<file path="src/rtl/i2c_mem_slave.sv">
module i2c_mem_slave #(
  parameter int ADDR_W = 15
) (
  input  logic              clk,
  input  logic              rst_n,
  input  logic              scl_i,
  input  logic              sda_i,
  output logic              sda_oe,
  input  logic [2:0]        dev_sel,
  input  logic              wr_busy,
  output logic              acc_sec,
  output logic              addr_load,
  output logic [ADDR_W-1:0] addr_val,
  output logic              wdata_push,
  output logic [7:0]        wdata,
  output logic              wr_commit,
  output logic              rdata_req,
  input  logic [7:0]        rdata
);

  localparam logic [3:0] CODE_MAIN = 4'b1010;
  localparam logic [3:0] CODE_SEC  = 4'b1011;

  typedef enum logic [2:0] {S_IDLE, S_CTRL, S_AHI, S_ALO, S_WDAT, S_RDAT} st_t;
  st_t st;

  logic [1:0] scl_ff, sda_ff;
  logic       scl_q, sda_q;
  logic [3:0] bitcnt;
  logic       ackph, ack_go, mack, wr_pend, rd_pend;
  logic [7:0] sh, ahi, tx;

  wire scl_s    = scl_ff[1];
  wire sda_s    = sda_ff[1];
  wire scl_rise = scl_s & ~scl_q;
  wire scl_fall = ~scl_s & scl_q;
  wire start_c  = scl_s & scl_q & sda_q & ~sda_s;
  wire stop_c   = scl_s & scl_q & ~sda_q & sda_s;

  wire byte_end = scl_fall && bitcnt == 4'd8 && !ackph && st != S_RDAT && st != S_IDLE;
  wire ctrl_ok  = (sh[7:4] == CODE_MAIN || sh[7:4] == CODE_SEC) && sh[3:1] == dev_sel && !wr_busy;
  wire [ADDR_W-1:0] addr_full = ADDR_W'({ahi, sh});

  always_ff @(posedge clk or negedge rst_n) begin
    if (!rst_n) begin
      scl_ff <= 2'b11;
      sda_ff <= 2'b11;
      scl_q  <= 1'b1;
      sda_q  <= 1'b1;
    end else begin
      scl_ff <= {scl_ff[0], scl_i};
      sda_ff <= {sda_ff[0], sda_i};
      scl_q  <= scl_s;
      sda_q  <= sda_s;
    end
  end

  always_ff @(posedge clk or negedge rst_n) begin
    if (!rst_n) begin
      st <= S_IDLE;
      bitcnt <= '0;
      ackph <= 1'b0;
      ack_go <= 1'b0;
      mack <= 1'b0;
      wr_pend <= 1'b0;
      rd_pend <= 1'b0;
      sh <= '0;
      ahi <= '0;
      tx <= '0;
      sda_oe <= 1'b0;
      acc_sec <= 1'b0;
      addr_load <= 1'b0;
      addr_val <= '0;
      wdata_push <= 1'b0;
      wdata <= '0;
      wr_commit <= 1'b0;
      rdata_req <= 1'b0;
    end else begin
      addr_load  <= 1'b0;
      wdata_push <= 1'b0;
      wr_commit  <= 1'b0;
      rdata_req  <= 1'b0;
      rd_pend    <= rdata_req;
      if (rd_pend) tx <= rdata;

      if (start_c) begin
        st <= S_CTRL;
        bitcnt <= '0;
        ackph <= 1'b0;
        sda_oe <= 1'b0;
        wr_pend <= 1'b0;
      end else if (stop_c) begin
        st <= S_IDLE;
        bitcnt <= '0;
        ackph <= 1'b0;
        sda_oe <= 1'b0;
        wr_commit <= wr_pend;
        wr_pend <= 1'b0;
      end else if (st == S_RDAT) begin
        if (scl_rise && bitcnt != 4'd9) begin
          bitcnt <= bitcnt + 4'd1;
          if (bitcnt == 4'd8) begin
            mack <= ~sda_s;
            rdata_req <= ~sda_s;
          end
        end
        if (scl_fall) begin
          if (bitcnt == 4'd9) begin
            if (mack) begin
              bitcnt <= '0;
              sda_oe <= ~tx[7];
            end else begin
              st <= S_IDLE;
              sda_oe <= 1'b0;
            end
          end else if (bitcnt == 4'd8) begin
            sda_oe <= 1'b0;
          end else begin
            sda_oe <= ~tx[3'd7 - bitcnt[2:0]];
          end
        end
      end else if (st != S_IDLE) begin
        if (scl_rise && bitcnt < 4'd8) begin
          sh <= {sh[6:0], sda_s};
          bitcnt <= bitcnt + 4'd1;
        end
        if (byte_end) begin
          ackph <= 1'b1;
          case (st)
            S_CTRL: begin
              ack_go <= ctrl_ok;
              sda_oe <= ctrl_ok;
              if (ctrl_ok) begin
                acc_sec <= sh[4];
                rdata_req <= sh[0];
              end
            end
            S_AHI: begin
              ack_go <= 1'b1;
              sda_oe <= 1'b1;
              ahi <= sh;
            end
            S_ALO: begin
              ack_go <= 1'b1;
              sda_oe <= 1'b1;
              addr_load <= 1'b1;
              addr_val <= addr_full;
            end
            default: begin
              ack_go <= 1'b1;
              sda_oe <= 1'b1;
              wdata_push <= 1'b1;
              wdata <= sh;
              wr_pend <= 1'b1;
            end
          endcase
        end else if (scl_fall && ackph) begin
          ackph <= 1'b0;
          bitcnt <= '0;
          sda_oe <= 1'b0;
          if (!ack_go) begin
            st <= S_IDLE;
          end else begin
            case (st)
              S_CTRL: begin
                if (sh[0]) begin
                  st <= S_RDAT;
                  sda_oe <= ~tx[7];
                end else begin
                  st <= S_AHI;
                end
              end
              S_AHI:   st <= S_ALO;
              default: st <= S_WDAT;
            endcase
          end
        end
      end
    end
  end


  req_excl_chk: assert property (@(posedge clk) disable iff (!rst_n)
    $onehot0({addr_load, wdata_push, wr_commit, rdata_req}));


  commit_data_chk: assert property (@(posedge clk) disable iff (!rst_n)
    wr_commit |-> $past(wr_pend));


  sda_hold_chk: assert property (@(posedge clk) disable iff (!rst_n)
    ($past(scl_s) && !$past(start_c) && !$past(stop_c)) |-> $stable(sda_oe));


  busy_nack_chk: assert property (@(posedge clk) disable iff (!rst_n)
    (byte_end && st == S_CTRL && wr_busy) |=> !sda_oe);


  rd_ack_chk: assert property (@(posedge clk) disable iff (!rst_n)
    (rdata_req && st == S_CTRL) |-> sda_oe);

endmodule

</file>
<file path="config.mk">
export PLATFORM = sky130hd
export DESIGN_NAME = i2c_mem_slave
export DESIGN_NICKNAME = d
export VERILOG_FILES = /design/src/rtl/i2c_mem_slave.sv
export SDC_FILE = /design/constraint.sdc
export NUM_CORES = 1
export LEC_CHECK = 0
export ABC_AREA = 1
export BUFFER_PORTS_ARGS = -buffer_cell sky130_fd_sc_hd__buf_4
export CAP_MARGIN = 40
export CORE_ASPECT_RATIO = 2
export CORE_UTILIZATION = 50
export DETAILED_ROUTE_END_ITERATION = 7
export PLACE_DENSITY = 0.86
export SYNTH_ARGS = -nofsm -noshare
export SYNTH_HDL_FRONTEND = slang
export SYNTH_SLANG_ARGS = --single-unit
</file>
<file path="constraint.sdc">
create_clock -name clk -period 1.6 [get_ports clk]
set_input_delay 0.08 -clock clk [delete_from_list [all_inputs] [get_ports clk]]
set_output_delay 0.08 -clock clk [all_outputs]
set_load 0.02 [all_outputs]
</file>
==> results of run 1 <==
per-layer routing:
metal | up-vias | wire (µm) | GRT usage [%]
li1 | 1408 | - | -
met1 | 1443 | 3160 | 25.6
met2 | 96 | 5420 | 48.7
met3 | 47 | 313 | 5.71
met4 | 0 | 534 | 20.9
met5 | - | 0 | 0
worst paths after layout:
check	start	end	slack, ns	cells past startpoint
max	scl_ff[1]$_DFF_PN1_	st[0]$_DFFE_PN0P_	-0.09	11
min	rst_n	bitcnt[3]$_DFFE_PN0P_	0.20	2
max reg2reg	scl_ff[1]$_DFF_PN1_	st[0]$_DFFE_PN0P_	-0.09	11
min reg2reg	scl_ff[0]$_DFF_PN1_	scl_ff[1]$_DFF_PN1_	0.35	0
max in group asynchronous	rst_n	wdata[2]$_DFFE_PN0P_	0.79	3
min in group clk	wr_busy	rdata_req$_DFF_PN0_	0.23	6
report_power, final:
group | switching, mW | internal (mW)
logic | 1.11 | 0.742
registers | 0.192 | 1.98
clock network | 0.719 | 1.40
total | 2.02 | 4.13
critical path: stages, from the launching register on:
cell and delay, ns:
sky130_fd_sc_hd__dfstp_2 0.57, sky130_fd_sc_hd__buf_4 0.13, sky130_fd_sc_hd__nor2_4 0.04, sky130_fd_sc_hd__buf_4 0.13
sky130_fd_sc_hd__nand2_1 0.08, sky130_fd_sc_hd__nand2_1 0.09, sky130_fd_sc_hd__nor2_2 0.17, sky130_fd_sc_hd__inv_1 0.05
sky130_fd_sc_hd__nand2_1 0.13, sky130_fd_sc_hd__nor2_4 0.06, sky130_fd_sc_hd__nand2_1 0.06, sky130_fd_sc_hd__o21ai_1 0.06
through the flow:
step                      cells  hold WS [ns]  setup WS (ns)
final                       568         0.204        -0.0898
after global routing        568         0.244         -0.189
after CTS                   555         0.209        -0.0503
after detailed placement    527        0.0247        -0.0765
after global placement      527        0.0220        -0.0620
after floorplan             372        -0.216         0.0161
flip-flops by register name (all words and copies together) (netlist names), 2 cells and up:
signal    cells
ahi           7
sda_ff        2
scl_ff        2
tx            8
st            3
wdata         8
bitcnt        4
sh            8
addr_val     15
timing repair:
action / 4_1_cts / 5_1_grt
gates cloned: 0 / 3
resized for setup: 8 / 59
hold buffers: 11 / 0
pin swaps: 5 / 15
buffers inserted: 1 / 10
endpoints found under the setup margin: 22 / 33
hold endpoints to repair: 35 / 0
layout by cell type, fill, tap and decap left out:
cell and n:
sky130_fd_sc_hd__mux2_2 4, sky130_fd_sc_hd__dfrtp_2 3, sky130_fd_sc_hd__xnor2_1 1, sky130_fd_sc_hd__o21ai_1 14
sky130_fd_sc_hd__nand2_2 11, sky130_fd_sc_hd__inv_1 36, sky130_fd_sc_hd__o21ai_0 25, sky130_fd_sc_hd__clkinv_2 2
sky130_fd_sc_hd__buf_6 3, sky130_fd_sc_hd__dfrtp_1 61, sky130_fd_sc_hd__nor2_1 12, sky130_fd_sc_hd__dlygate4sd3_1 11
sky130_fd_sc_hd__inv_4 2, sky130_fd_sc_hd__nor2_2 6, sky130_fd_sc_hd__nand4_1 4, sky130_fd_sc_hd__ha_4 2
sky130_fd_sc_hd__nand3_4 2, sky130_fd_sc_hd__clkbuf_8 1, sky130_fd_sc_hd__dfstp_2 6, sky130_fd_sc_hd__bufinv_16 2
sky130_fd_sc_hd__ha_1 1, sky130_fd_sc_hd__nand3_2 3, sky130_fd_sc_hd__a31oi_1 1, sky130_fd_sc_hd__inv_2 9
sky130_fd_sc_hd__o31ai_1 1, sky130_fd_sc_hd__o211ai_1 1, sky130_fd_sc_hd__a21oi_1 5, sky130_fd_sc_hd__clkbuf_1 2
sky130_fd_sc_hd__buf_4 83, sky130_fd_sc_hd__nand2_4 12, sky130_fd_sc_hd__nand2_1 91, sky130_fd_sc_hd__o21ai_2 22
sky130_fd_sc_hd__a31oi_4 1, sky130_fd_sc_hd__nand4_4 1, sky130_fd_sc_hd__clkbuf_16 11, sky130_fd_sc_hd__nor3_1 2
sky130_fd_sc_hd__buf_12 4, sky130_fd_sc_hd__nand3_1 16, sky130_fd_sc_hd__inv_6 1, sky130_fd_sc_hd__nor2_4 7
area by class of cell:
type	count	area [µm²]
Inverter	48	190
Sequential cell	70	1760
Fill cell	418	1610
Timing Repair Buffer	103	897
Multi-Input combinational cell	245	1480
Clock inverter	4	70.1
Tap cell	86	108
Clock buffer	12	246
kinds of logic (layout without fill, tap and decap cells):
kind of cell	Yosys count	after routing	synth area share, %
adder cells (fa/ha/maj)	3	3	1.13
flip-flops	70	70	53.1
multiplexers	4	4	1.36
XOR/XNOR	1	1	0.264
AND/OR/NAND/NOR	166	167	22.6
AO/OA/AOI/OAI	70	70	13.3
buffers and inverters	58	167	8.27
==> metrics list, run 1 <==
- Cell type with the largest total area after synthesis: sky130_fd_sc_hd__dfrtp_1
* Overall fraction of global-route tracks in use: 27.1%
* CTS buffer count: 9
* Vias in the first global route: roughly 3000
- The first global-routing pass estimated 13500 µm of wire.
- 45 I/O pins were placed.
* Die span in y: about 120 µm
- Clock Path Buffers: 2
* Mean Syn Cell Area: ~8.9 µm²
- Counting flops with a built-in enable in the synthesized netlist gives 0.
- Synthesis inferred 70 register bits.
- At the pin with the least slew margin, the transition time is ~0.38 ns.
* Detailed placer's ending HPWL: between 6000 and 7000 µm
- The worst pin sits at a relative slew slack of 74.7%.
* Proportion of layout cells with a drive suffix above 1: approximately two fifths
- Post-synthesis cell area: 3310 µm²
- TritonCTS built the clock tree.
- Crit path arrival time: about 1.9 ns
- Total grt overflow: 0
* Number of remaining DRC errors: 0
- Starting density of the core: 52.1%
- After floorplanning, the core was sized to cover 6360 µm².
- Later-pin clock latency in the skew report: approximately 0.34 ns
* Post-route setup TNS: -0.785 ns
- The tool flagged a number of max-cap violations equal to 0.
- DRC marker count from the first detailed-route iteration: 157
- Most frequent cell after synthesis: sky130_fd_sc_hd__nand2_1
* Reported leakage power: around 2.3 nW
- In this run the biggest area consumer among cell types represents roughly half of the synthesized area.
* Clock H-tree levels: 3
* Max Freq: 592 MHz
* Number of warnings printed during yosys synthesis: 0
* Vias after detailed routing: about 3000
- In the synthesized netlist, the number of instances is ~370.
- Across all setup checks in the final design, the least slack found is -0.0898 ns.
- TritonRoute pass-1 iters: 4
- Clock input transition at the sequential cells of the worst setup and hold paths: approximately 0.060 ns
* Areal power density over the cells: roughly 1300 nW/µm²
- The number of nets handed over by synthesis was ~390.
- Number of antenna violations at the first check in global routing: 0
- Vias per inst: 5.27
- IR analysis of the VDD net gives a maximum drop of 0.00121 V.
- Total clock sinks: 70
* Data required, critical path: roughly 1.8 ns
- STA classifies the critical path startpoint as a flip-flop.
- In the finished design, the share of the clock period the worst path needs comes to 106%.
- The number of max-slew violations in the final report is 0.
* Post-layout net count: ~500
- In this run the clock root is driven by a sky130_fd_sc_hd__clkbuf_16.
* Post-Route Skew: between 0.006 and 0.007 ns
* Die width: around 60 µm
- Ranked by instance count, the synthesized netlist is headed by 109 x sky130_fd_sc_hd__nand2_1, 64 x sky130_fd_sc_hd__dfrtp_1, 42 x sky130_fd_sc_hd__inv_1, 36 x sky130_fd_sc_hd__o21ai_0, 22 x sky130_fd_sc_hd__o21ai_2.
- Counting distinct cell types in the post-synthesis netlist gives 31.
- Post-route minimum period: ~1.7 ns
- In this run the worst hold path is classified as in -> async.
- By area the synthesized netlist is led by sky130_fd_sc_hd__dfrtp_1 48%, sky130_fd_sc_hd__nand2_1 12%, sky130_fd_sc_hd__o21ai_2 5.8%.
- The finished cells cover between 4000 and 5000 µm².
- The routed design has roughly 9400 µm of wire.
- Maximum number of pins on one net before global-route repair: 29
* Routed wirelength normalized by instance count: around 17 µm
* Unrepaired setup endpoints after global routing: true
* Power after layout: 6.15 mW
- Dominant synthesized flop cell: sky130_fd_sc_hd__dfrtp_1
- Post-detailed-placement cell area: around 4000 µm²
* Die outline area: 6980 µm²
* Share of the yosys chip area belonging to registers: 53.1%
* Setup-failing EPs final: 19
- FFs w/ async S/R, synth: 100%
- The count of buffers added on input and output ports is 44.
- In this run the worst path has a maximum fanout of 6.
* Type of element capturing the critical path: flip-flop
- Failing checks: setup timing
- Number of diodes added for antenna fixing: 0
- After floorplanning, the core was divided into 41 placement rows.
- Run status: complete, but fails checks
- At the end of routability-driven placement, the weighted congestion stood at around 0.95.
- Path type of the worst setup path: reg -> reg
- Core Util, Final: between 70% and 80%
- Final Hold Violating Endpoints: 0
- Antenna viol nets, final: 0
- Growth of design area from synthesis to finish: 43.5%
Note: power is estimated with default switching activity, not from simulation.
==> run 2: changes to the inputs <==
--- a/config.mk
+++ b/config.mk
@@ -9,6 +9,7 @@
 export BUFFER_PORTS_ARGS = -buffer_cell sky130_fd_sc_hd__buf_4
 export CAP_MARGIN = 40
 export CORE_ASPECT_RATIO = 2
+export CORE_MARGIN = 1.5
 export CORE_UTILIZATION = 50
 export DETAILED_ROUTE_END_ITERATION = 7
 export PLACE_DENSITY = 0.86
==> metrics list, run 2 (synthesis results as in run 1) <==
- The run finished, with violations left.
- The checks that failed: setup timing.
* DRC marker count from the first detailed-route iteration: roughly 170
* Source of the worst register-to-register timing path: scl_ff[1]$_DFF_PN1_
- Non-filler cells in the finished layout: approximately 560
* Unrepaired setup endpoints after global routing: true
* Later-pin clock latency in the skew report: roughly 0.34 ns
* Power share of the sequential group: approximately 37%
- Row generation in the floorplan step produced approximately 40 rows.
* CP max-delay cell: sky130_fd_sc_hd__dfstp_2
- Before CTS, the worst setup slack after placement is -0.0779 ns.
- Broken down by cell family, the worst path's largest delay share belongs to simple AND/OR/NAND/NOR gates.
- In the layout the commonest cells are 84 x sky130_fd_sc_hd__nand2_1, 78 x sky130_fd_sc_hd__buf_4, 63 x sky130_fd_sc_hd__dfrtp_1.
- Entering global routing, the biggest net connects 33 pins.
- Proportion of layout cells with a drive suffix above 1: 42.4%
- The routed design has 9760 µm of wire.
- The library cell used most frequently in the layout, excluding fill and tap cells, is sky130_fd_sc_hd__nand2_1.
- I/O Pins: between 40 and 50
- CTS buffer count: 9
- Die span in y: ~120 µm
* Starting density of the core: 52.1%
- Vias after detailed routing: roughly 3000
- In the finished design, the share of the clock period the worst path needs comes to 104%.
* Clock tree from TritonCTS: yes
- In this run the number of cells on the critical path is 8.
- Detailed placer's ending HPWL: around 6300 µm
* Number of diodes added for antenna fixing: 0
- The worst register-to-register path ends at st[1]$_DFFE_PN0P_.
- Max Freq: about 600 MHz
- Dividing total power by cell area gives a power density of roughly 1300 nW/µm².
* Switching power total: around 2.1 mW
* Count of cells along the worst hold path: 3
- Headroom to the max-slew limit came out at 74.4%.
- The register with the most flip-flops in the layout has 15 of them.
- The via count of the first global-routing pass came to between 3000 and 4000.
- Of all nets on the critical path, the largest fanout is 7.
* Max Transition Viols Final: 0
- Measured in cells, the most critical reg-to-reg path has a length of 8.
* Die outline area: about 7000 µm²
* Antenna viol nets, final: 0
- Clk network pwr share: roughly a third
* Largest reg by FF count: addr_val
- Per report_power, the combinational group accounts for 31.2% of the total.
- Routability-driven placement finished with a final weighted congestion of slightly below 1.
- Post-placement cell count: roughly 530
- Of the total power, the share spent switching nets is approximately 35%.
- Setup violations remaining at the end of the flow were counted as 22.
- The first TritonRoute pass finished after 5 iterations.
- First-pass GRT wire length: between 10000 and 15000 µm
- Post-layout net count: 490
* Crit path arrival time: 1.93 ns
- After detailed routing, the average wire length per cell comes to roughly 17 µm.
* Buffering stage count on the worst path with inverters included: 1
- Overall power consumption after layout is estimated at 5.96 mW.
- Data on the critical path is required at its endpoint by about 1.9 ns.
* Final critical-path setup slack: -0.0635 ns
* Path type of the worst setup path: reg -> reg
- Total clock sinks: 70
* Number of remaining DRC errors: 0
* Port-buffer cells: 44
- The internal portion of the total power is 3.89 mW.
- The worst-case IR drop observed on VDD is between 0.001 and 0.0015 V.
- The initial antenna violation count is 0.
- The number of hold violations in the final report is 0.
- Clock H-tree levels: 3
- Last element of the critical path: st[1]$_DFFE_PN0P_
* Flop2flop setup slack: -0.06 ns
* Growth of design area from synthesis to finish: 41.7%
- In this run the static leakage power is 2.27 nW.
* Launching element of the worst setup path: scl_ff[1]$_DFF_PN1_
- Actual transition at the worst max-transition pin: around 0.38 ns
- Summed over all layers, the global routing overflow is 0.
* Vias per inst: 5.41
- The worst path in the final design needs a cycle of around 1.7 ns, including I/O delays and setup.
- Walking the worst path, the cells encountered are nand4_1, nand2_4, nor2_4, nor2_4, inv_2, nor2_4, nand2_1, o21ai_1.
- After clock tree synthesis, the clock-pin slew on the worst setup and hold paths is ~0.05 ns.
- The path class of the tightest hold or removal check is in -> reg.
- Max-cap violations in this run came to 0.
- Die width: between 60 and 70 µm
* Clock Path Buffers: 2
* Core Util, Final: roughly 74%
- For this run, the slowest stage of the critical path takes 0.57 ns.
- Type of element capturing the critical path: flip-flop
- Global routing used between 20% and 30% of the available tracks.
- Root Buffer Master: sky130_fd_sc_hd__clkbuf_16
- Type of element launching the critical path: flip-flop
* Worst path most repeated cell: sky130_fd_sc_hd__nor2_4
* Core outline area: around 6400 µm²
- Between clock sinks in the finished design, the worst skew comes to ~0.0054 ns.
## run 2: cell types whose count changed in the layout (fill, tap and decap cells not counted), sizes merged
cell         previous run  this run
clkbuf                 14        13
bufinv                  2         1
dlygate4sd3            11        10
buf                    90        85
clkinv                  2         4
## run 2: worst min path at each step
| stage | startpoint | endpoint | slack [ns] |
|---|---|---|---|
| 2_1_floorplan | rst_n | acc_sec$_DFFE_PN0P_ | -0.22 |
| 3_3_place_gp | rst_n | bitcnt[3]$_DFFE_PN0P_ | 0.02 |
| 3_5_place_dp | rst_n | mack$_DFFE_PN0P_ | 0.03 |
| 4_1_cts | rdata[7] | tx[7]$_DFFE_PN0P_ | 0.004 |
| 5_1_grt | rdata[7] | tx[7]$_DFFE_PN0P_ | 0.05 |
| 6_report | rdata[7] | tx[7]$_DFFE_PN0P_ | 0.0002 |
## run 2: metrics by stage
stage	area (µm²)	setup TNS [ns]	hold WS, ns
after floorplan	3330	0	-0.216
after global placement	3990	-0.303	0.0243
after detailed placement	3990	-0.670	0.0299
after CTS	4420	-0.191	0.00384
after global routing	4690	-2.98	0.0455
final	4690	-0.634	0.000184
## run 2: final cells by class
class	instances	area (µm²)
Clock buffer	11	233
Clock inverter	5	50.0
Fill cell	440	1670
Inverter	48	185
Multi-Input combinational cell	245	1510
Sequential cell	70	1760
Tap cell	86	108
Timing Repair Buffer	97	850
## run 2: metal layers
metal / track usage [%] / up-vias / share of wire [%]
li1: - / 1399 / -
met4: 19.2 / 0 / 7.0
met2: 48.0 / 107 / 58
met5: 0 / - / 0
met1: 25.3 / 1480 / 32
met3: 6.48 / 52 / 2.8
## run 2: tightest hold or removal path, cell delays in order
cell and delay (ns):
sky130_fd_sc_hd__buf_4 0.08, sky130_fd_sc_hd__nand2_1 0.03, sky130_fd_sc_hd__o21ai_0 0.10
## run 2: what timing repair did
action,4_1_cts,5_1_grt
gates resized for setup,10,64
setup endpoints to repair,32,42
endpoints found under the hold margin,33,0
cloned,0,4
setup buffers,3,2
hold buffers,10,0
pin swaps,7,10
## run 2: power by group through the flow
| stage | clock [mW] | combinational, mW | sequential (mW) |
|---|---|---|---|
| finish | 1.92 | 1.86 | 2.18 |
| global route | 2.01 | 2.02 | 2.19 |
| CTS | 1.94 | 1.66 | 2.14 |
| detailed placement | 0 | 1.58 | 2.17 |
| global placement | 0 | 1.54 | 2.16 |
| floorplan | 0 | 0.903 | 2.17 |
